File: config.mk
export PLATFORM = sky130hd
export DESIGN_NAME = mdio_ctl_top
export DESIGN_NICKNAME = d
export VERILOG_FILES = /design/src/rtl/mdio_ctl_pkg.sv /design/src/rtl/mdio_clkdiv.sv /design/src/rtl/mdio_frame_seq.sv /design/src/rtl/mdio_passthru_mux.sv /design/src/rtl/mdio_ctl_top.sv
export SDC_FILE = /design/constraint.sdc
export NUM_CORES = 1
export LEC_CHECK = 0
export BUFFER_PORTS_ARGS = -buffer_cell sky130_fd_sc_hd__buf_2
export CORE_ASPECT_RATIO = 1.2
export CORE_MARGIN = 4
export CORE_UTILIZATION = 35
export CTS_BUF_LIST = sky130_fd_sc_hd__clkbuf_2
export DETAILED_ROUTE_END_ITERATION = 8
export MAX_ROUTING_LAYER = met4
export PLACE_DENSITY = 0.59
export SYNTH_ARGS = -nofsm -noshare
export SYNTH_HDL_FRONTEND = slang
export SYNTH_HIERARCHICAL = 1
export SYNTH_SLANG_ARGS = --single-unit
File: constraint.sdc
create_clock -name clk -period 5.8 [get_ports clk]
set_input_delay 0.29 -clock clk [delete_from_list [all_inputs] [get_ports clk]]
set_output_delay 0.29 -clock clk [all_outputs]
set_load 0.005 [all_outputs]
File: src/rtl/mdio_ctl_pkg.sv
// Package: shared constants and the frame builder for the management master.
// Assumes clause-22 frames only: 5-bit PHY and register fields, 16-bit data.
package mdio_ctl_pkg;

    localparam int FRAME_BITS = 64;
    localparam int PHY_W      = 5;
    localparam int REG_W      = 5;
    localparam int DATA_W     = 16;
    localparam int TA_IDX     = 46;
    localparam int DATA_IDX   = 48;

    // Control word field positions
    localparam int BIT_BUSY   = 31;
    localparam int BIT_EN     = 30;
    localparam int OP_LO      = 26;
    localparam int PHY_LO     = 21;
    localparam int REG_LO     = 16;

    localparam logic [1:0] OP_WRITE = 2'b01;
    localparam logic [1:0] OP_READ  = 2'b10;

    // Builds the serial frame, index 0 in the MSB
    function automatic logic [FRAME_BITS-1:0] build_frame(
        input logic              rd,
        input logic [PHY_W-1:0]  phy,
        input logic [REG_W-1:0]  rg,
        input logic [DATA_W-1:0] dat
    );
        logic [1:0]        op;
        logic [1:0]        ta;
        logic [DATA_W-1:0] payload;
        op      = rd ? OP_READ : OP_WRITE;
        ta      = rd ? 2'b11 : 2'b10;
        payload = rd ? {DATA_W{1'b1}} : dat;
        return {32'hFFFF_FFFF, 2'b01, op, phy, rg, ta, payload};
    endfunction

endpackage

File: src/rtl/mdio_clkdiv.sv
// MDC divider: while run is high, produces MDC at clk/DIV with DIV/2 high
// and DIV/2 low, starting low. rise_tick / fall_tick flag the cycle whose
// closing edge raises / lowers MDC. Assumes DIV even and at least 4.
module mdio_clkdiv #(
    parameter int DIV = 64
) (
    input  logic clk,
    input  logic rst_n,
    input  logic run,
    output logic mdc,
    output logic rise_tick,
    output logic fall_tick
);
    localparam int CW = $clog2(DIV);
    localparam logic [CW-1:0] HALF_M1 = CW'(DIV / 2 - 1);
    localparam logic [CW-1:0] LAST    = CW'(DIV - 1);

    logic [CW-1:0] cnt_q;

    assign rise_tick = run && (cnt_q == HALF_M1);
    assign fall_tick = run && (cnt_q == LAST);

    // Phase counter and MDC level
    always_ff @(posedge clk) begin
        if (!rst_n || !run) begin
            cnt_q <= '0;
            mdc   <= 1'b0;
        end else begin
            cnt_q <= fall_tick ? '0 : cnt_q + 1'b1;
            if (rise_tick) mdc <= 1'b1;
            if (fall_tick) mdc <= 1'b0;
        end
    end
endmodule

File: src/rtl/mdio_frame_seq.sv
// Frame sequencer: loads a 64-bit frame on start, presents one bit per MDC
// period (advancing on falling ticks) and samples read data on rising ticks.
// Assumes start is only pulsed while idle.
module mdio_frame_seq
    import mdio_ctl_pkg::*;
(
    input  logic              clk,
    input  logic              rst_n,
    input  logic              start,
    input  logic              start_rd,
    input  logic [PHY_W-1:0]  start_phy,
    input  logic [REG_W-1:0]  start_reg,
    input  logic [DATA_W-1:0] start_data,
    input  logic              rise_tick,
    input  logic              fall_tick,
    input  logic              mdio_i,
    output logic              active,
    output logic              mdio_o,
    output logic              mdio_oe,
    output logic              done,
    output logic [DATA_W-1:0] rx_data
);
    localparam int IW = $clog2(FRAME_BITS);
    localparam logic [IW-1:0] LAST_IDX = IW'(FRAME_BITS - 1);
    localparam logic [IW-1:0] TA_I     = IW'(TA_IDX);
    localparam logic [IW-1:0] DATA_I   = IW'(DATA_IDX);

    logic [FRAME_BITS-1:0] tx_q;
    logic [IW-1:0]         idx_q;
    logic                  rd_q;

    assign done    = active && fall_tick && (idx_q == LAST_IDX);
    assign mdio_o  = active ? tx_q[FRAME_BITS-1] : 1'b1;
    assign mdio_oe = active && (!rd_q || (idx_q < TA_I));

    // Frame shift register, bit index and activity flag
    always_ff @(posedge clk) begin
        if (!rst_n) begin
            tx_q   <= '1;
            idx_q  <= '0;
            rd_q   <= 1'b0;
            active <= 1'b0;
        end else if (start) begin
            tx_q   <= build_frame(start_rd, start_phy, start_reg, start_data);
            idx_q  <= '0;
            rd_q   <= start_rd;
            active <= 1'b1;
        end else if (active && fall_tick) begin
            if (idx_q == LAST_IDX) begin
                active <= 1'b0;
            end else begin
                idx_q <= idx_q + 1'b1;
                tx_q  <= {tx_q[FRAME_BITS-2:0], 1'b1};
            end
        end
    end

    // Read data capture on rising MDC during the data window
    always_ff @(posedge clk) begin
        if (!rst_n) begin
            rx_data <= '0;
        end else if (active && rd_q && rise_tick && (idx_q >= DATA_I)) begin
            rx_data <= {rx_data[DATA_W-2:0], mdio_i};
        end
    end
endmodule

File: src/rtl/mdio_passthru_mux.sv
// Passthrough mux: with sel_master clear the external host owns the PHY-side
// pins; with it set the internal master does and the external host sees an
// idle-high MDIO. Purely combinational.
module mdio_passthru_mux (
    input  logic sel_master,
    input  logic mst_mdc,
    input  logic mst_mdio_o,
    input  logic mst_mdio_oe,
    input  logic ext_mdc,
    input  logic ext_mdio_out,
    input  logic ext_mdio_oe,
    input  logic phy_mdio_i,
    output logic phy_mdc,
    output logic phy_mdio_o,
    output logic phy_mdio_oe,
    output logic ext_mdio_in
);
    // Route one management source to the PHY pins
    always_comb begin
        if (sel_master) begin
            phy_mdc     = mst_mdc;
            phy_mdio_o  = mst_mdio_o;
            phy_mdio_oe = mst_mdio_oe;
            ext_mdio_in = 1'b1;
        end else begin
            phy_mdc     = ext_mdc;
            phy_mdio_o  = ext_mdio_out;
            phy_mdio_oe = ext_mdio_oe;
            ext_mdio_in = phy_mdio_i;
        end
    end
endmodule

File: src/rtl/mdio_ctl_top.sv
// Top: holds the self-clearing control word, qualifies transaction starts
// (enable, legal opcode, register number below REG_LIMIT, not busy) and ties
// the divider, sequencer and passthrough mux together.
// Assumes the host polls busy before issuing the next transaction.
module mdio_ctl_top
    import mdio_ctl_pkg::*;
#(
    parameter int DIV       = 64,
    parameter int REG_LIMIT = 29
) (
    input  logic        clk,
    input  logic        rst_n,
    input  logic        reg_wr_en,
    input  logic [31:0] reg_wdata,
    output logic [31:0] reg_rdata,
    input  logic        ext_mdc,
    input  logic        ext_mdio_out,
    input  logic        ext_mdio_oe,
    output logic        ext_mdio_in,
    output logic        phy_mdc,
    output logic        phy_mdio_o,
    output logic        phy_mdio_oe,
    input  logic        phy_mdio_i
);
    logic              busy_q;
    logic              en_q;
    logic [1:0]        spare_q;
    logic [1:0]        op_q;
    logic [PHY_W-1:0]  phy_q;
    logic [REG_W-1:0]  reg_q;
    logic [DATA_W-1:0] data_q;

    logic              mst_mdc, mst_mdio_o, mst_mdio_oe;
    logic              rise_tick, fall_tick;
    logic              seq_active, seq_done;
    logic [DATA_W-1:0] rx_data;

    logic [1:0]        w_op;
    logic [REG_W-1:0]  w_reg;
    logic              w_op_ok;
    logic              w_go;
    logic              accept;
    logic              start;

    assign w_op    = reg_wdata[OP_LO +: 2];
    assign w_reg   = reg_wdata[REG_LO +: REG_W];
    assign w_op_ok = (w_op == OP_WRITE) || (w_op == OP_READ);
    assign w_go    = reg_wdata[BIT_BUSY] && reg_wdata[BIT_EN] && w_op_ok
                     && (32'(w_reg) < REG_LIMIT);
    assign accept  = reg_wr_en && !busy_q;
    assign start   = accept && w_go;

    assign reg_rdata = {busy_q, en_q, spare_q, op_q, phy_q, reg_q, data_q};

    // Control word storage, busy set on start and cleared on frame end
    always_ff @(posedge clk) begin
        if (!rst_n) begin
            busy_q  <= 1'b0;
            en_q    <= 1'b0;
            spare_q <= '0;
            op_q    <= '0;
            phy_q   <= '0;
            reg_q   <= '0;
            data_q  <= '0;
        end else if (accept) begin
            busy_q  <= w_go;
            en_q    <= reg_wdata[BIT_EN];
            spare_q <= reg_wdata[29:28];
            op_q    <= w_op;
            phy_q   <= reg_wdata[PHY_LO +: PHY_W];
            reg_q   <= w_reg;
            data_q  <= reg_wdata[DATA_W-1:0];
        end else if (busy_q && seq_done) begin
            busy_q <= 1'b0;
            if (op_q == OP_READ) data_q <= rx_data;
        end
    end

    mdio_clkdiv #(.DIV(DIV)) u_div (
        .clk       (clk),
        .rst_n     (rst_n),
        .run       (seq_active),
        .mdc       (mst_mdc),
        .rise_tick (rise_tick),
        .fall_tick (fall_tick)
    );

    mdio_frame_seq u_seq (
        .clk        (clk),
        .rst_n      (rst_n),
        .start      (start),
        .start_rd   (w_op == OP_READ),
        .start_phy  (reg_wdata[PHY_LO +: PHY_W]),
        .start_reg  (w_reg),
        .start_data (reg_wdata[DATA_W-1:0]),
        .rise_tick  (rise_tick),
        .fall_tick  (fall_tick),
        .mdio_i     (phy_mdio_i),
        .active     (seq_active),
        .mdio_o     (mst_mdio_o),
        .mdio_oe    (mst_mdio_oe),
        .done       (seq_done),
        .rx_data    (rx_data)
    );

    mdio_passthru_mux u_mux (
        .sel_master   (en_q),
        .mst_mdc      (mst_mdc),
        .mst_mdio_o   (mst_mdio_o),
        .mst_mdio_oe  (mst_mdio_oe),
        .ext_mdc      (ext_mdc),
        .ext_mdio_out (ext_mdio_out),
        .ext_mdio_oe  (ext_mdio_oe),
        .phy_mdio_i   (phy_mdio_i),
        .phy_mdc      (phy_mdc),
        .phy_mdio_o   (phy_mdio_o),
        .phy_mdio_oe  (phy_mdio_oe),
        .ext_mdio_in  (ext_mdio_in)
    );
endmodule

==> run summary <==
The flow ran to the end, and the final reports show no timing, DRC or antenna violations. The shortest clock period the worst path allows after layout is 2710 ps. The mean number of vias per cell came out at around 5. The actual transition at the worst max-transition pin came out at between 700 and 800 ps. The number of nets with antenna violations after detailed routing is 0. Entering global routing, the biggest net connects 61 pins. Cells fill between 40 and 50% of the core in the end. The cell leakage power is 0.00258 uW. Port buffering added 74 buffers. The total global-route track usage came out at between 15 and 20%. The average cell area after synthesis is around 8.9 um2.

The total detailed-routing wirelength came out at around 14,000 um. The number of global-route vias before repair is approximately 4,700. The first global-routing pass estimated between 20,000 and 25,000 um of wire. The signal on the critical path passes through ha_1 > nand4_1 > nor2_1 > nand2_1 > nor2_1 > nand4b_1 > nor2_1 > nor3_1.

Synthesis inferred around 130 register bits. The worst pin sits at a relative slew slack of just under 50%. The peak supply drop came out at about 0.00012 V.

Post-CTS timing repair inserted 0 buffers for setup. The final weighted congestion of routability-driven global placement is between 0.7 and 0.8. The final routed wire length divided by cell count came out at around 15 um. The worst-case clock skew came out at ~44 ps. The tightest min-delay check is of the primary input to flip-flop type.

The fraction of synthesis flops using an asynchronous set or reset pin came out at 0%. The floorplan step defined a core boundary enclosing roughly 16,000 um2. The post-synth design cell area came out at 5610 um2.

The cell at the slowest stage of the critical path is sky130_fd_sc_hd__nand4b_1. The tree built by TritonCTS fans out to roughly 130 sinks. The flip-flop cell with the highest count after synthesis is sky130_fd_sc_hd__dfxtp_1. The compound-gate portion of the synthesized area came out at between 10% and 20%. The worst setup path is launched from a flip-flop.

The global-route congestion overflow total is 0. The xor-xnor portion of the synthesized cell area is less than 1%. The max-slew violation total from the final report is 0. The post-detailed-route DRC marker count is 0. The first detailed-routing pass ran for 4 iterations. The number of CTS-inserted buffers is 17. In this run the biggest area consumer among cell types represents ~45% of the synthesized area.

The share of the yosys chip area belonging to registers came out at 45.3%. The overall die area is about 18,000 um2. Of all cell types, the one taking the most synthesized area is sky130_fd_sc_hd__dfxtp_1.

The worst setup path is captured at a flip-flop. Setup violations remaining at the end of the flow were counted as 0. The row count came out at 50. The critical-path maximum fanout came out at 16. The number of ports placed on the die boundary is between 70 and 80. The initial core utilization is roughly 36%.

The die outline height came out at 147 um. The number of buffers between clock root and the deepest sink came out at 2. The net count of the finished layout is roughly 760. TritonCTS built the clock tree.

Measured against the total synthesized area, the mux share comes to 10.9%. The number of instances in the synthesized netlist is roughly 630. The DRC violation total after the first TritonRoute iteration is between 300 and 400. The maximum single-stage delay on the critical path is between 600 and 700 ps. The count of flip-flops with a built-in enable after synthesis came out at 0.

The layout overhead on the synthesized area came out at 20.1%. Of the total synthesized cell area, the portion taken by full adders, half adders and majority gates is less than 1%. The latest clock arrival within the worst-skew pair came out at about 700 ps. Across the run, the number of max-cap violations was 0. The via total after detailed routing is between 4,000 and 5,000. The root buffer cell chosen for the clock tree is sky130_fd_sc_hd__clkbuf_2. The cell type with the highest occurrence count on the critical path is sky130_fd_sc_hd__nor2_1.

Setup repair after global routing left no endpoint under its margin. The fraction of layout instances using a drive strength above 1 came out at slightly below 20%. After layout, the worst path uses between 40 and 50% of the clock period. The kind of cell adding the most delay to the critical path is simple AND/OR/NAND/NOR gates. The areal power density over the cells is around 270 nW/um2. For the worst setup path, the data arrival time is ~3300 ps. The clock input transition at the sequential cells of the worst setup and hold paths came out at 210 ps. The final antenna diode count is 0. Ranked by total cell area, the synthesized netlist is headed by sky130_fd_sc_hd__dfxtp_1 45%, sky130_fd_sc_hd__mux2i_1 6.6%, sky130_fd_sc_hd__nor2_1 5.3%.

The post-cts gate resize count came out at 0. The required time of the critical path is about 6400 ps. The number of hold violations in the final report came out at 0.

The number of antenna violations at the first check in global routing is 0. The estimated wirelength of the detail-placed design came out at approximately 9100 um. The critical path class is flip-flop to flip-flop. The buffering stage count on the worst path with inverters included is 0. From left edge to right edge, the die measures roughly 120 um. The count of synthesis-stage warnings from yosys is 6.

After routing, the total negative slack on setup checks comes to 0 ps. Yosys mapped the design onto 55 distinct sky130hd cell types. The quantity of hold-fixing buffers added after cts came out at 35. After synthesis, the largest family of logic cells by area is simple AND/OR/NAND/NOR gates. The post-synthesis share of cell area spent on and, or, nand and nor gates came out at around 20%. The number of levels in the clock H-tree came out at 4. Synthesis produced a netlist with a net count of slightly below 700. The top achievable clock speed is around 370 MHz.
-- worst min-delay path, cell delays in order --
cell	delay (ps)
sky130_fd_sc_hd__buf_2	280
sky130_fd_sc_hd__o21ai_0	140
sky130_fd_sc_hd__nor3_1	50
-- power by group --
group	internal [uW]	total (uW)	switching (uW)
logic	62.3	133	71.1
clock network	460	795	335
registers	893	906	13.1
total	1420	1830	420
-- cell families after synthesis --
group	count (synthesis)
compound gates	139
xor+xnor	3
fa+ha+maj	3
buf+inv	72
flops	127
mux	55
simple gates	235
-- synthesized netlist by cell type, types with 4 or more instances --
cell                        number
sky130_fd_sc_hd__inv_1          17
sky130_fd_sc_hd__mux2_4         10
sky130_fd_sc_hd__nand2_1        42
sky130_fd_sc_hd__buf_6           4
sky130_fd_sc_hd__o311ai_0       11
sky130_fd_sc_hd__o21ai_0        48
sky130_fd_sc_hd__buf_4           7
sky130_fd_sc_hd__nand3_1        23
sky130_fd_sc_hd__a31oi_1         6
sky130_fd_sc_hd__nor2_1         79
sky130_fd_sc_hd__dfxtp_1       127
sky130_fd_sc_hd__a21boi_0       15
sky130_fd_sc_hd__nand2b_1       20
sky130_fd_sc_hd__nor3b_1        15
sky130_fd_sc_hd__a21oi_1        30
sky130_fd_sc_hd__o2111ai_1      11
sky130_fd_sc_hd__nor3_1         34
sky130_fd_sc_hd__buf_2          16
sky130_fd_sc_hd__mux2_2          8
sky130_fd_sc_hd__mux2i_1        37
sky130_fd_sc_hd__clkbuf_1       24
-- state kept, by name, indices dropped and copies added, names as in the netlist, 2 cells and up --
signal / count
u_seq/rx_data: 16
op_q: 2
data_q: 16
spare_q: 2
u_seq/tx_q: 64
reg_q: 5
u_seq/idx_q: 6
phy_q: 5
u_div/cnt_q: 6
-- cell type report --
| class | count | area, um2 |
|---|---|---|
| Multi-Input combinational cell | 435 | 2720 |
| Clock buffer | 18 | 90.1 |
| Sequential cell | 127 | 2540 |
| Fill cell | 1535 | 8960 |
| Timing Repair Buffer | 116 | 773 |
| Clock inverter | 14 | 285 |
| Tap cell | 208 | 260 |
| Inverter | 18 | 67.6 |
-- layer usage --
| metal | vias up | share of wire [%] | GRT usage [%] |
|---|---|---|---|
| met4 | 0 | 0.81 | 4.43 |
| li1 | 2390 | - | - |
| met2 | 104 | 49 | 26.0 |
| met1 | 2220 | 46 | 19.5 |
| met3 | 11 | 4.5 | 4.47 |
| met5 | - | 0 | - |
-- layout by cell type (no fill, tap or decap), types with 3 or more instances in the layout --
cell type and n:
sky130_fd_sc_hd__dfxtp_1 127, sky130_fd_sc_hd__nor2_1 79, sky130_fd_sc_hd__buf_2 74, sky130_fd_sc_hd__o21ai_0 48, sky130_fd_sc_hd__nand2_1 42, sky130_fd_sc_hd__mux2i_1 37, sky130_fd_sc_hd__dlygate4sd3_1 35, sky130_fd_sc_hd__nor3_1 34
sky130_fd_sc_hd__a21oi_1 30, sky130_fd_sc_hd__nand3_1 23, sky130_fd_sc_hd__nand2b_1 20, sky130_fd_sc_hd__clkbuf_2 18, sky130_fd_sc_hd__inv_1 17, sky130_fd_sc_hd__a21boi_0 15, sky130_fd_sc_hd__nor3b_1 15, sky130_fd_sc_hd__o2111ai_1 11
sky130_fd_sc_hd__o311ai_0 11, sky130_fd_sc_hd__mux2_4 10, sky130_fd_sc_hd__bufinv_16 8, sky130_fd_sc_hd__mux2_2 8, sky130_fd_sc_hd__buf_4 7, sky130_fd_sc_hd__a31oi_1 6, sky130_fd_sc_hd__ha_1 3, sky130_fd_sc_hd__clkinv_4 3
sky130_fd_sc_hd__and3_1 3, sky130_fd_sc_hd__a2bb2oi_1 3, sky130_fd_sc_hd__o211ai_1 3
-- through the flow --
stage | hold WS (ps) | power, uW | setup WS, ps | std cells | cell area, um2
after detailed placement | 455 | 1040 | 3090 | 869 | 6020
after global placement | 442 | 1040 | 3150 | 869 | 6020
after global routing | 43.1 | 1920 | 2820 | 936 | 6740
after CTS | 8.44 | 1860 | 3150 | 936 | 6740
final | 106 | 1830 | 3090 | 936 | 6740
after floorplan | 429 | 987 | 3620 | 634 | 5610
-- worst paths after layout --
check	startpoint	endpoint	slack [ps]	depth (start not counted)
max	u_div/cnt_q[0]$_SDFF_PP0_	data_q[8]$_SDFFE_PN0P_	3090	8
min reg2reg	u_seq/rx_data[4]$_SDFFE_PN0P_	u_seq/rx_data[5]$_SDFFE_PN0P_	470	2
max reg2reg	u_div/cnt_q[0]$_SDFF_PP0_	data_q[8]$_SDFFE_PN0P_	3090	8
min	rst_n	data_q[15]$_SDFFE_PN0P_	110	3
(Power assumes the default switching activity.)
